### src/rtl/irqv_pkg.sv
package irqv_pkg;
    typedef enum logic {
        ST_IDLE  = 1'b0,
        ST_SERVE = 1'b1
    } irqv_state_e;
endpackage

### src/rtl/irqv_edge.sv
module irqv_edge #(
    parameter int N_SRC = 3
) (
    input  logic             clk,
    input  logic             rst_n,
    input  logic [N_SRC-1:0] req_i,
    output logic [N_SRC-1:0] rise_o
);
    logic [N_SRC-1:0] prev_q;

    for (genvar g = 0; g < N_SRC; g++) begin : g_src
        always_ff @(posedge clk) begin
            if (!rst_n) prev_q[g] <= 1'b0;
            else        prev_q[g] <= req_i[g];
        end
        assign rise_o[g] = req_i[g] & ~prev_q[g];
    end
endmodule

### src/rtl/irqv_prio.sv
module irqv_prio #(
    parameter int N_SRC = 3,
    localparam int IDX_W = (N_SRC > 1) ? $clog2(N_SRC) : 1
) (
    input  logic [N_SRC-1:0] cell_i,
    output logic             any_o,
    output logic [IDX_W-1:0] idx_o
);
    always_comb begin
        idx_o = '0;
        for (int i = N_SRC - 1; i >= 0; i--) begin
            if (cell_i[i]) idx_o = IDX_W'(i);
        end
        any_o = |cell_i;
    end
endmodule

### src/rtl/irqv_ctrl.sv
module irqv_ctrl
    import irqv_pkg::*;
#(
    parameter int N_SRC = 3,
    localparam int IDX_W = (N_SRC > 1) ? $clog2(N_SRC) : 1
) (
    input  logic             clk,
    input  logic             rst_n,
    input  logic [N_SRC-1:0] rise_i,
    input  logic             any_i,
    input  logic [IDX_W-1:0] win_idx_i,
    input  logic             inh_set_i,
    input  logic             inh_clr_i,
    input  logic             take_i,
    input  logic             krst_i,
    input  logic             clr_cell_i,
    input  logic             in_rupt_i,
    output logic [N_SRC-1:0] cell_o,
    output logic             inh_o,
    output logic             serving_o,
    output logic [IDX_W-1:0] cur_idx_o,
    output logic             irq_o
);
    irqv_state_e      state_q, state_d;
    logic [N_SRC-1:0] cell_q, cell_d;
    logic             inh_q, inh_d;
    logic [IDX_W-1:0] cur_q, cur_d;

    always_ff @(posedge clk) begin
        if (!rst_n) begin
            state_q <= ST_IDLE;
            cell_q  <= '0;
            inh_q   <= 1'b0;
            cur_q   <= '0;
        end else begin
            state_q <= state_d;
            cell_q  <= cell_d;
            inh_q   <= inh_d;
            cur_q   <= cur_d;
        end
    end

    always_comb begin
        state_d = state_q;
        cur_d   = cur_q;
        cell_d  = cell_q;
        irq_o   = 1'b0;
        inh_d   = inh_set_i ? 1'b1 : (inh_clr_i ? 1'b0 : inh_q);
        unique case (state_q)
            ST_IDLE: begin
                irq_o = any_i & ~inh_q & ~in_rupt_i;
                if (clr_cell_i) begin
                    cell_d = '0;
                end else if (take_i && irq_o) begin
                    state_d = ST_SERVE;
                    cur_d   = win_idx_i;
                end
            end
            ST_SERVE: begin
                if (clr_cell_i) begin
                    cell_d  = '0;
                    state_d = ST_IDLE;
                end else if (krst_i) begin
                    cell_d[cur_q] = 1'b0;
                    state_d       = ST_IDLE;
                end
            end
        endcase
        cell_d = cell_d | rise_i;
    end

    assign cell_o    = cell_q;
    assign inh_o     = inh_q;
    assign serving_o = (state_q == ST_SERVE);
    assign cur_idx_o = cur_q;
endmodule

### src/rtl/irq_vector_unit.sv
module irq_vector_unit #(
    parameter int          N_SRC     = 3,
    parameter int          FIRST_NUM = 3,
    parameter int          VEC_SHIFT = 2,
    parameter logic [15:0] VEC_BASE  = 16'o04000
) (
    input  logic        clk,
    input  logic        rst_n,
    input  logic        req_t3_i,
    input  logic        req_t4_i,
    input  logic        req_kbd_i,
    input  logic        inh_set_i,
    input  logic        inh_clr_i,
    input  logic        take_i,
    input  logic        krst_i,
    input  logic        clr_cell_i,
    input  logic        in_rupt_i,
    output logic        irq_o,
    output logic [15:0] vector_o
);
    localparam int IDX_W = (N_SRC > 1) ? $clog2(N_SRC) : 1;

    logic [N_SRC-1:0] req_w, rise_w, cell_q;
    logic             any_w, inh_q, serving_w;
    logic [IDX_W-1:0] win_idx_w, cur_idx_w, sel_idx_w;

    assign req_w = {req_kbd_i, req_t4_i, req_t3_i};

    irqv_edge #(.N_SRC(N_SRC)) u_edge (
        .clk    (clk),
        .rst_n  (rst_n),
        .req_i  (req_w),
        .rise_o (rise_w)
    );

    irqv_prio #(.N_SRC(N_SRC)) u_prio (
        .cell_i (cell_q),
        .any_o  (any_w),
        .idx_o  (win_idx_w)
    );

    irqv_ctrl #(.N_SRC(N_SRC)) u_ctrl (
        .clk        (clk),
        .rst_n      (rst_n),
        .rise_i     (rise_w),
        .any_i      (any_w),
        .win_idx_i  (win_idx_w),
        .inh_set_i  (inh_set_i),
        .inh_clr_i  (inh_clr_i),
        .take_i     (take_i),
        .krst_i     (krst_i),
        .clr_cell_i (clr_cell_i),
        .in_rupt_i  (in_rupt_i),
        .cell_o     (cell_q),
        .inh_o      (inh_q),
        .serving_o  (serving_w),
        .cur_idx_o  (cur_idx_w),
        .irq_o      (irq_o)
    );

    assign sel_idx_w = serving_w ? cur_idx_w : win_idx_w;

    always_comb begin
        if (serving_w || any_w)
            vector_o = VEC_BASE + ((16'(FIRST_NUM) + 16'(sel_idx_w)) << VEC_SHIFT);
        else
            vector_o = '0;
    end
endmodule

### config.mk
export PLATFORM = sky130hd
export DESIGN_NAME = irq_vector_unit
export DESIGN_NICKNAME = d
export VERILOG_FILES = /design/src/rtl/irqv_pkg.sv /design/src/rtl/irqv_edge.sv /design/src/rtl/irqv_prio.sv /design/src/rtl/irqv_ctrl.sv /design/src/rtl/irq_vector_unit.sv
export SDC_FILE = /design/constraint.sdc
export NUM_CORES = 1
export LEC_CHECK = 0
export ABC_AREA = 1
export BUFFER_PORTS_ARGS = -buffer_cell sky130_fd_sc_hd__buf_2
export CORE_MARGIN = 5
export CORE_UTILIZATION = 40
export DETAILED_ROUTE_END_ITERATION = 12
export PLACE_DENSITY = 0.73
export RECOVER_POWER = 25
export SYNTH_ARGS = -nofsm -noshare
export SYNTH_HDL_FRONTEND = slang
export SYNTH_SLANG_ARGS = --single-unit
### constraint.sdc
create_clock -name clk -period 1.4 [get_ports clk]
set_clock_uncertainty 0.1 [all_clocks]
set_input_delay 0.14 -clock clk [delete_from_list [all_inputs] [get_ports clk]]
set_output_delay 0.14 -clock clk [all_outputs]
set_load 0.005 [all_outputs]
==> results of run 1 <==
state kept, by name, summed over array words and instances, names as in the netlist:
signal            cells
u_ctrl.cell_o         3
u_ctrl.cur_idx_o      2
u_ctrl.inh_o          1
u_ctrl.serving_o      1
u_edge.prev_q         3
metal layers:
layer	wire [um]	vias up	track usage
met1	474	242	0.105
met4	6	0	0.0852
met3	93	2	0.0122
met5	0	-	0
met2	637	18	0.182
li1	-	296	-
worst min-delay path by stage:
stage | end | slack (ps) | depth (start not counted)
final | u_ctrl.cur_idx_o[1]$_SDFFE_PN0P_ | 50 | 3
after global routing | u_ctrl.cur_idx_o[0]$_SDFFE_PN0P_ | 70 | 3
after CTS | u_ctrl.cur_idx_o[1]$_SDFFE_PN0P_ | 50 | 3
after detailed placement | u_edge.prev_q[2]$_SDFF_PN0_ | 240 | 3
after global placement | u_edge.prev_q[2]$_SDFF_PN0_ | 240 | 3
after floorplan | u_edge.prev_q[0]$_SDFF_PN0_ | 150 | 2
per-stage QoR:
| step | hold WS [ps] | setup TNS [ps] | instances | setup WS [ps] |
|---|---|---|---|---|
| 2_1_floorplan | 147 | 0 | 96 | 18.7 |
| 3_3_place_gp | 239 | -51.5 | 119 | -51.5 |
| 3_5_place_dp | 245 | -83.5 | 119 | -80.4 |
| 4_1_cts | 45.8 | -1100 | 130 | -368 |
| 5_1_grt | 67.0 | -1330 | 130 | -433 |
| 6_report | 53.0 | -908 | 130 | -321 |
logic make-up (layout without fill, tap and decap cells):
logic type               Yosys count  after routing  synth area share
flip-flops                        10             10             0.327
buffers and inverters             29             47             0.251
adder cells (fa/ha/maj)            1              1            0.0204
AND/OR/NAND/NOR                   38             38             0.335
AO/OA/AOI/OAI                      6              6            0.0612
other                              1             12           0.00612
power by group:
| part | total, mW | switching, mW | internal, mW |
|---|---|---|---|
| Sequential | 0.313 | 0.0121 | 0.301 |
| Combinational | 0.170 | 0.0844 | 0.0858 |
| Clock | 0.250 | 0.0921 | 0.158 |
| Total | 0.733 | 0.189 | 0.544 |
worst max-delay path, delay by kind of cell, from the launching register on:
| kind | cells | cell delay, ps |
|---|---|---|
| adders and majority gates | 1 | 260 |
| DFF | 1 | 340 |
| AOI/OAI and AO/OA | 1 | 60 |
| buffers and inverters | 2 | 150 |
| and+or+nand+nor | 4 | 420 |
cells in the mapped netlist, drive strengths merged:
library cell	instances	share of area
nand4	4	0.041
inv	17	0.10
nand3	5	0.049
and2	2	0.022
or2	2	0.020
nand2	14	0.10
dfxtp	10	0.33
ha	1	0.020
buf	12	0.15
a31oi	1	0.020
conb	1	0.0061
o21ai	5	0.041
nor2	11	0.10
area by class of cell:
type                       count  area share
clock buffer                   4      0.0450
timing repair buffer          26       0.208
multi-input combinational     57       0.388
sequential                    10       0.256
inverter                      17      0.0791
tap                           16      0.0248
placed cells by master, fill, tap and decap left out, types with 3 or more instances in the layout:
cell,instances
nor2_4,4
o21ai_1,4
nand2_1,11
conb_1,12
dlygate4sd3_1,4
buf_2,15
dfxtp_1,7
nand4_1,4
nand3_1,4
nor2_1,7
clkbuf_4,3
buf_4,7
inv_1,15
timing repair:
action | CTS | global route
hold buffers | 4 | 0
resized for setup | 3 | 1
endpoints found under the setup margin | 5 | 5
pin swaps | 3 | 1
hold endpoints to repair | 4 | 0
setup buffers | 3 | 0
==> flow_summary.json, run 1 <==
{
  "die_h_um": 49.2,
  "drv_slew": 0,
  "status": "finished with violations",
  "worstPathMaxFanout": 3,
  "grt_pass1_wl_mm": 2.01,
  "start_util": 0.417,
  "antennaDiodeCount": 0,
  "p_total_uw": 733,
  "clockBufferDepth": 2,
  "stdcell_area_um2": 807,
  "grt_setup_unrepaired": "true",
  "synthCells": 85,
  "reg2reg_from": "u_ctrl.cell_o[1]$_SDFF_PN0_",
  "drc": 0,
  "antenna_found_initial": 0,
  "worstReg2RegEnd": "u_ctrl.cur_idx_o[1]$_SDFFE_PN0P_",
  "grt_overflow": 0,
  "cts_tree": "yes",
  "avgSynthCellArea_um2": 7.21,
  "hp-start": "rst_n",
  "utilization": 0.548,
  "io_buffers": 15,
  "drive_above_1_share": 0.360,
  "power-per-cell-area_nw_per_um2": 908,
  "ys_types": 21,
  "setup_slack_ps": -321,
  "drtAntennaViolNets": 0,
  "critPathKind": "reg -> out",
  "timing.fmax_mhz": 581,
  "ys_seq_area_frac": 0.327,
  "grt_max_degree": 7,
  "crit_slowest_cell": "dfxtp_2",
  "rows": 14,
  "crit_start": "u_ctrl.cell_o[0]$_SDFF_PN0_",
  "dp_hpwl_um": 993,
  "clk_latency_ps": 260,
  "path_cells": "nor2_4 > nand2_2 > nand2_1 > o21ai_1 > ha_1 > or2_1 > inv_1 > buf_2",
  "end_kind": "primary output",
  "clk_pin_slew_worst_paths_ps": 60,
  "areaGrowthSynthToFinish_pct": 31.6,
  "vias_per_cell": 4.29,
  "die_w_um": 49.2,
  "ys_warn_count": 0,
  "ff_latch_area_um2": 206,
  "avgRoutedWirePerCell_um": 9.32,
  "p_leak_nw": 0.439,
  "drt_iter0_markers": 5,
  "grt_pass1_vias": 531,
  "fin_nets": 127,
  "ys_seq_elements": 10,
  "violations": "setup timing",
  "syn-cell-area_um2": 613,
  "hold_path.class": "in -> reg",
  "cts_buffers": 3,
  "clock_sinks": 10,
  "firstDrtPassIters": 4,
  "setup_viol": 5,
  "core_um2": 1470,
  "h-tree-depth": 1,
  "io_pins": 28,
  "fin_crit_sh": 1.23,
  "dr_total_vias": 558,
  "max-vdd-ir-drop_mv": 0.529,
  "cpPeakStageDelay_ps": 340,
  "fp.dieArea_um2": 2420,
  "cp.required_ps": 1160,
  "hold_viol": 0,
  "track_usage": 0.103,
  "setup.worst_path.start_class": "flip-flop",
  "arrival_ps": 1480,
  "r2r_cells": 9,
  "routabilityCongestion": 0.832,
  "rrSetupSlack_ps": 120,
  "multi_input_area_um2": 313,
  "fin_crit_ps": 1720,
  "drt_wl_total_mm": 1.21,
  "place_area_um2": 697,
  "crit_end": "vector_o[3]",
  "maxCapViolations": 0,
  "nFillCells": 146,
  "cts-root-buf": "clkbuf_4"
}
No activity file was read; power rests on OpenSTA's default activity.
==> run 2, diff against run 1 <==
--- a/config.mk
+++ b/config.mk
@@ -7,11 +7,15 @@
 export LEC_CHECK = 0
 export ABC_AREA = 1
 export BUFFER_PORTS_ARGS = -buffer_cell sky130_fd_sc_hd__buf_2
+export CELL_PAD_IN_SITES_DETAIL_PLACEMENT = 1
+export CELL_PAD_IN_SITES_GLOBAL_PLACEMENT = 1
+export CORE_ASPECT_RATIO = 1.2
 export CORE_MARGIN = 5
-export CORE_UTILIZATION = 40
+export CORE_UTILIZATION = 27
 export DETAILED_ROUTE_END_ITERATION = 12
-export PLACE_DENSITY = 0.73
+export PLACE_DENSITY_LB_ADDON = 0.1
 export RECOVER_POWER = 25
+export REMOVE_ABC_BUFFERS = 1
 export SYNTH_ARGS = -nofsm -noshare
 export SYNTH_HDL_FRONTEND = slang
 export SYNTH_SLANG_ARGS = --single-unit
==> flow_summary.json, run 2 (synthesis results as in run 1) <==
{
  "critPathKind": "reg -> out",
  "power-per-cell-area_nw_per_um2": 777,
  "clock_sinks": 10,
  "firstDrtPassIters": 2,
  "cts_buffers": 3,
  "setup.worst_path.start_class": "flip-flop",
  "drc": 0,
  "dr_total_vias": 603,
  "setup_viol": 6,
  "nFillCells": 310,
  "drive_above_1_share": 0.407,
  "arrival_ps": 1510,
  "cpPeakStageDelay_ps": 330,
  "vias_per_cell": 3.92,
  "clk_latency_ps": 250,
  "dp_hpwl_mm": 1.26,
  "avgRoutedWirePerCell_um": 10.0,
  "fin_crit_ps": 1750,
  "track_usage": 0.106,
  "drt_wl_total_mm": 1.54,
  "violations": "setup timing",
  "io_buffers": 15,
  "drtAntennaViolNets": 0,
  "io_pins": 28,
  "die_w_um": 53.5,
  "fin_nets": 137,
  "start_util": 0.274,
  "grt_setup_unrepaired": "true",
  "path_cells": "nor2_4 > nand2_2 > nand2_1 > o21ai_1 > ha_1 > or2_1 > inv_1 > buf_2",
  "hold_viol": 0,
  "cp.required_ps": 1160,
  "antennaDiodeCount": 0,
  "fin_crit_sh": 1.25,
  "drt_iter0_markers": 8,
  "utilization": 0.410,
  "h-tree-depth": 1,
  "hold_path.class": "in -> reg",
  "p_leak_nw": 0.492,
  "areaGrowthSynthToFinish_pct": 49.4,
  "critical_path.top_delay_family": "simple AND/OR/NAND/NOR gates",
  "rows": 19,
  "antenna_found_initial": 0,
  "end_kind": "primary output",
  "cts-root-buf": "clkbuf_4",
  "clockBufferDepth": 2,
  "crit_slowest_cell": "dfxtp_2",
  "core_um2": 2230,
  "maxCapViolations": 0,
  "grt_pass1_vias": 635,
  "max-vdd-ir-drop_mv": 0.479,
  "setup_slack_ps": -347,
  "cts_tree": "yes",
  "layout_common_cells": "inv_1 (15), buf_2 (15), conb_1 (12)",
  "fp.dieArea_um2": 3330,
  "clk_pin_slew_worst_paths_ps": 60,
  "status": "finished with violations",
  "grt_overflow": 0,
  "drv_slew": 0,
  "worstPathMaxFanout": 2,
  "routabilityCongestion": 0.756,
  "grt_max_degree": 7,
  "p_total_uw": 712,
  "grt_pass1_wl_mm": 2.62,
  "timing.fmax_mhz": 572,
  "worst-path-buf-inv": 2,
  "die_h_um": 62.2
}
run 2: changes by cell type in the layout (fill, tap and decap cells not counted):
cell / delta
and2_2: -1
dfxtp_4: -1
buf_6: +8
and2_4: +1
clkbuf_8: -1
dfxtp_2: +1
buf_4: +2
run 2: metrics by stage:
step	worst slack (ps)	instance area, um2	TNS, ps	hold slack [ps]	instances
after floorplan	-76.7	564	-76.7	147	84
after global routing	-454	916	-1760	77.5	154
after global placement	-116	731	-137	240	137
after CTS	-366	873	-1250	54.3	153
after detailed placement	-135	731	-196	246	137
final	-347	916	-1250	66.5	154
run 2: per-layer routing:
layer | global-route usage | wire, um | vias up | part of all wire
met5 | 0 | 0 | - | 0
met4 | 0.0639 | 9 | 0 | 0.0058
met1 | 0.108 | 555 | 274 | 0.36
li1 | - | - | 311 | -
met3 | 0.0239 | 96 | 2 | 0.062
met2 | 0.184 | 878 | 16 | 0.57
run 2: final timing paths:
kind	cells after the start	start	slack (ps)	endpoint
worst max-delay path	8	u_ctrl.cell_o[1]$_SDFF_PN0_	-350	vector_o[3]
worst min-delay path	4	inh_clr_i	70	u_ctrl.inh_o$_SDFFE_PN0P_
worst max register to register	12	u_ctrl.cell_o[1]$_SDFF_PN0_	-250	u_ctrl.cur_idx_o[1]$_SDFFE_PN0P_
worst min register to register	1	u_edge.prev_q[1]$_SDFF_PN0_	300	u_ctrl.cell_o[1]$_SDFF_PN0_
run 2: worst register-to-register path: cells and delay by family, from the launching register on:
family	cells	cell delay [ps]
buf+inv	7	740
flops	1	330
simple gates	5	430
run 2: layout make-up:
class	count	area, um2	area share
multi-input combinational	57	314	0.343
sequential	10	204	0.223
inverter	17	63.8	0.0697
tap	31	38.8	0.0423
timing repair buffer	36	273	0.298
clock buffer	3	22.5	0.0246
run 2: repair_timing:
action | in CTS | in global routing
endpoints found under the setup margin | 5 | 6
hold buffers | 4 | 0
buffers inserted | 11 | 7
endpoints found under the hold margin | 4 | 0
pin swaps | 6 | 6
resized for setup | 6 | 10
run 2: report_power, final:
part	internal, mW	switching (mW)
registers	0.302	0.0107
clock network	0.0985	0.0839
logic	0.118	0.0984
total	0.519	0.193
==> run 3, diff against run 2 <==
--- a/config.mk
+++ b/config.mk
@@ -11,11 +11,10 @@
 export CELL_PAD_IN_SITES_GLOBAL_PLACEMENT = 1
 export CORE_ASPECT_RATIO = 1.2
 export CORE_MARGIN = 5
-export CORE_UTILIZATION = 27
+export CORE_UTILIZATION = 32
 export DETAILED_ROUTE_END_ITERATION = 12
 export PLACE_DENSITY_LB_ADDON = 0.1
 export RECOVER_POWER = 25
-export REMOVE_ABC_BUFFERS = 1
 export SYNTH_ARGS = -nofsm -noshare
 export SYNTH_HDL_FRONTEND = slang
 export SYNTH_SLANG_ARGS = --single-unit
==> constraint.sdc (replaced) <==
create_clock -name clk -period 2.2 [get_ports clk]
set_clock_uncertainty 0.1 [all_clocks]
set_input_delay 0.22 -clock clk [delete_from_list [all_inputs] [get_ports clk]]
set_output_delay 0.22 -clock clk [all_outputs]
set_load 0.005 [all_outputs]
==> flow_summary.json, run 3 (synthesis results as in run 1) <==
{
  "power-per-cell-area_nw_per_um2": 634,
  "tns_ps": 0,
  "cts_tree": "yes",
  "setup_viol": 0,
  "cp.required_ps": 1880,
  "hold_path.class": "in -> reg",
  "h-tree-depth": 1,
  "critPathKind": "reg -> out",
  "grt_pass1_vias": 498,
  "maxCapViolations": 0,
  "dp_hpwl_mm": 1.07,
  "crit_end": "vector_o[3]",
  "routabilityCongestion": 0.752,
  "drive_above_1_share": 0.282,
  "critical_path.top_delay_family": "simple AND/OR/NAND/NOR gates",
  "cts_resized": 0,
  "utilization": 0.382,
  "drt_wl_total_mm": 1.23,
  "layout_commonest_cell": "inv_1",
  "core_um2": 1830,
  "fin_crit_ps": 1990,
  "grt_overflow": 0,
  "antenna_found_initial": 0,
  "end_kind": "primary output",
  "cts_setup_buffers": 0,
  "grt_setup_unrepaired": "false",
  "drc": 0,
  "worstPathMaxFanout": 4,
  "worst-path-buf-inv": 2,
  "worst_path_most_repeated_cell": "nand2_1",
  "dr_total_vias": 515,
  "drtAntennaViolNets": 0,
  "io_pins": 28,
  "r2r_cells": 7,
  "worst-path-stages": 8,
  "clock_sinks": 10,
  "cts_buffers": 3,
  "areaGrowthSynthToFinish_pct": 13.9,
  "path_cells": "nor2_2 > nand2_1 > nand2_1 > o21ai_0 > ha_1 > or2_1 > inv_1 > buf_2",
  "track_usage": 0.0920,
  "worstReg2RegEnd": "u_ctrl.cur_idx_o[1]$_SDFFE_PN0P_",
  "fin_nets": 116,
  "crit_slowest_cell": "dfxtp_1",
  "crit_start": "u_ctrl.cell_o[1]$_SDFF_PN0_",
  "p_leak_nw": 0.381,
  "status": "finished, final reports clean",
  "start_util": 0.335,
  "reg2reg_from": "u_ctrl.serving_o$_SDFF_PN0_",
  "avgRoutedWirePerCell_um": 10.1,
  "die_w_um": 50.0,
  "layout_common_cells": "inv_1 (15), buf_2 (14), nand2_1 (12), conb_1 (12), dfxtp_1 (10)",
  "rrSetupSlack_ps": 1060,
  "timing.fmax_mhz": 502,
  "vias_per_cell": 4.22,
  "firstDrtPassIters": 2,
  "setup.worst_path.start_class": "flip-flop",
  "rows": 17,
  "clk_pin_slew_worst_paths_ps": 60,
  "fp.dieArea_um2": 2890,
  "cpPeakStageDelay_ps": 350,
  "max-vdd-ir-drop_mv": 0.428,
  "hold_viol": 0,
  "grt_pass1_wl_mm": 2.08,
  "clockBufferDepth": 2,
  "die_h_um": 58.0,
  "cts-root-buf": "clkbuf_4",
  "io_buffers": 15,
  "drt_iter0_markers": 1,
  "arrival_ps": 1670,
  "hold_buffers": 0,
  "clk_latency_ps": 260,
  "antennaDiodeCount": 0,
  "grt_max_degree": 7,
  "fin_crit_sh": 0.905,
  "drv_slew": 0
}
[run 3: cell count changes in the layout (fill, tap and decap cells not counted), sizes merged]
cell	delta
buf	-18
clkbuf	+2
dlygate4sd3	-4
[run 3: area by class of cell]
class | count | area, um2
Clock buffer | 4 | 36.3
Fill cell | 263 | 1130
Inverter | 17 | 63.8
Multi-Input combinational cell | 57 | 300
Sequential cell | 10 | 200
Tap cell | 19 | 23.8
Timing Repair Buffer | 15 | 73.8
[run 3: stage by stage]
step	worst slack [ps]	total power [mW]	instance area, um2	hold WS [ps]	instances
final	209	0.443	698	55.3	122
after global routing	78.3	0.476	698	68.7	122
after global placement	521	0.287	663	293	118
after floorplan	643	0.271	654	227	96
after CTS	178	0.455	699	42.3	122
after detailed placement	484	0.290	663	303	118
[run 3: worst min path at each step]
stage | from | to | depth (start not counted)
final | req_t3_i | u_edge.prev_q[0]$_SDFF_PN0_ | 3
after global routing | req_t3_i | u_edge.prev_q[0]$_SDFF_PN0_ | 3
after CTS | req_t3_i | u_edge.prev_q[0]$_SDFF_PN0_ | 3
after detailed placement | u_edge.prev_q[1]$_SDFF_PN0_ | u_ctrl.cell_o[1]$_SDFF_PN0_ | 1
after global placement | u_edge.prev_q[2]$_SDFF_PN0_ | u_ctrl.cell_o[2]$_SDFF_PN0_ | 1
after floorplan | req_t3_i | u_edge.prev_q[0]$_SDFF_PN0_ | 2
[run 3: power breakdown]
part	internal (mW)	switching (mW)	leakage [nW]
sequential	0.191	0.00679	0.0827
clock	0.100	0.0590	0.0210
combinational	0.0362	0.0494	0.277
[run 3: layer usage]
metal  up-vias  GRT usage  wire [um]
met4         0     0.0674         12
met3         2     0.0257         85
met2        14      0.155        640
met5         -          0          0
met1       227     0.0964        490
li1        272          -          -
[run 3: tightest hold or removal path: stages]
cell and delay [ps]:
buf_2 80, nand2_1 50, inv_1 40
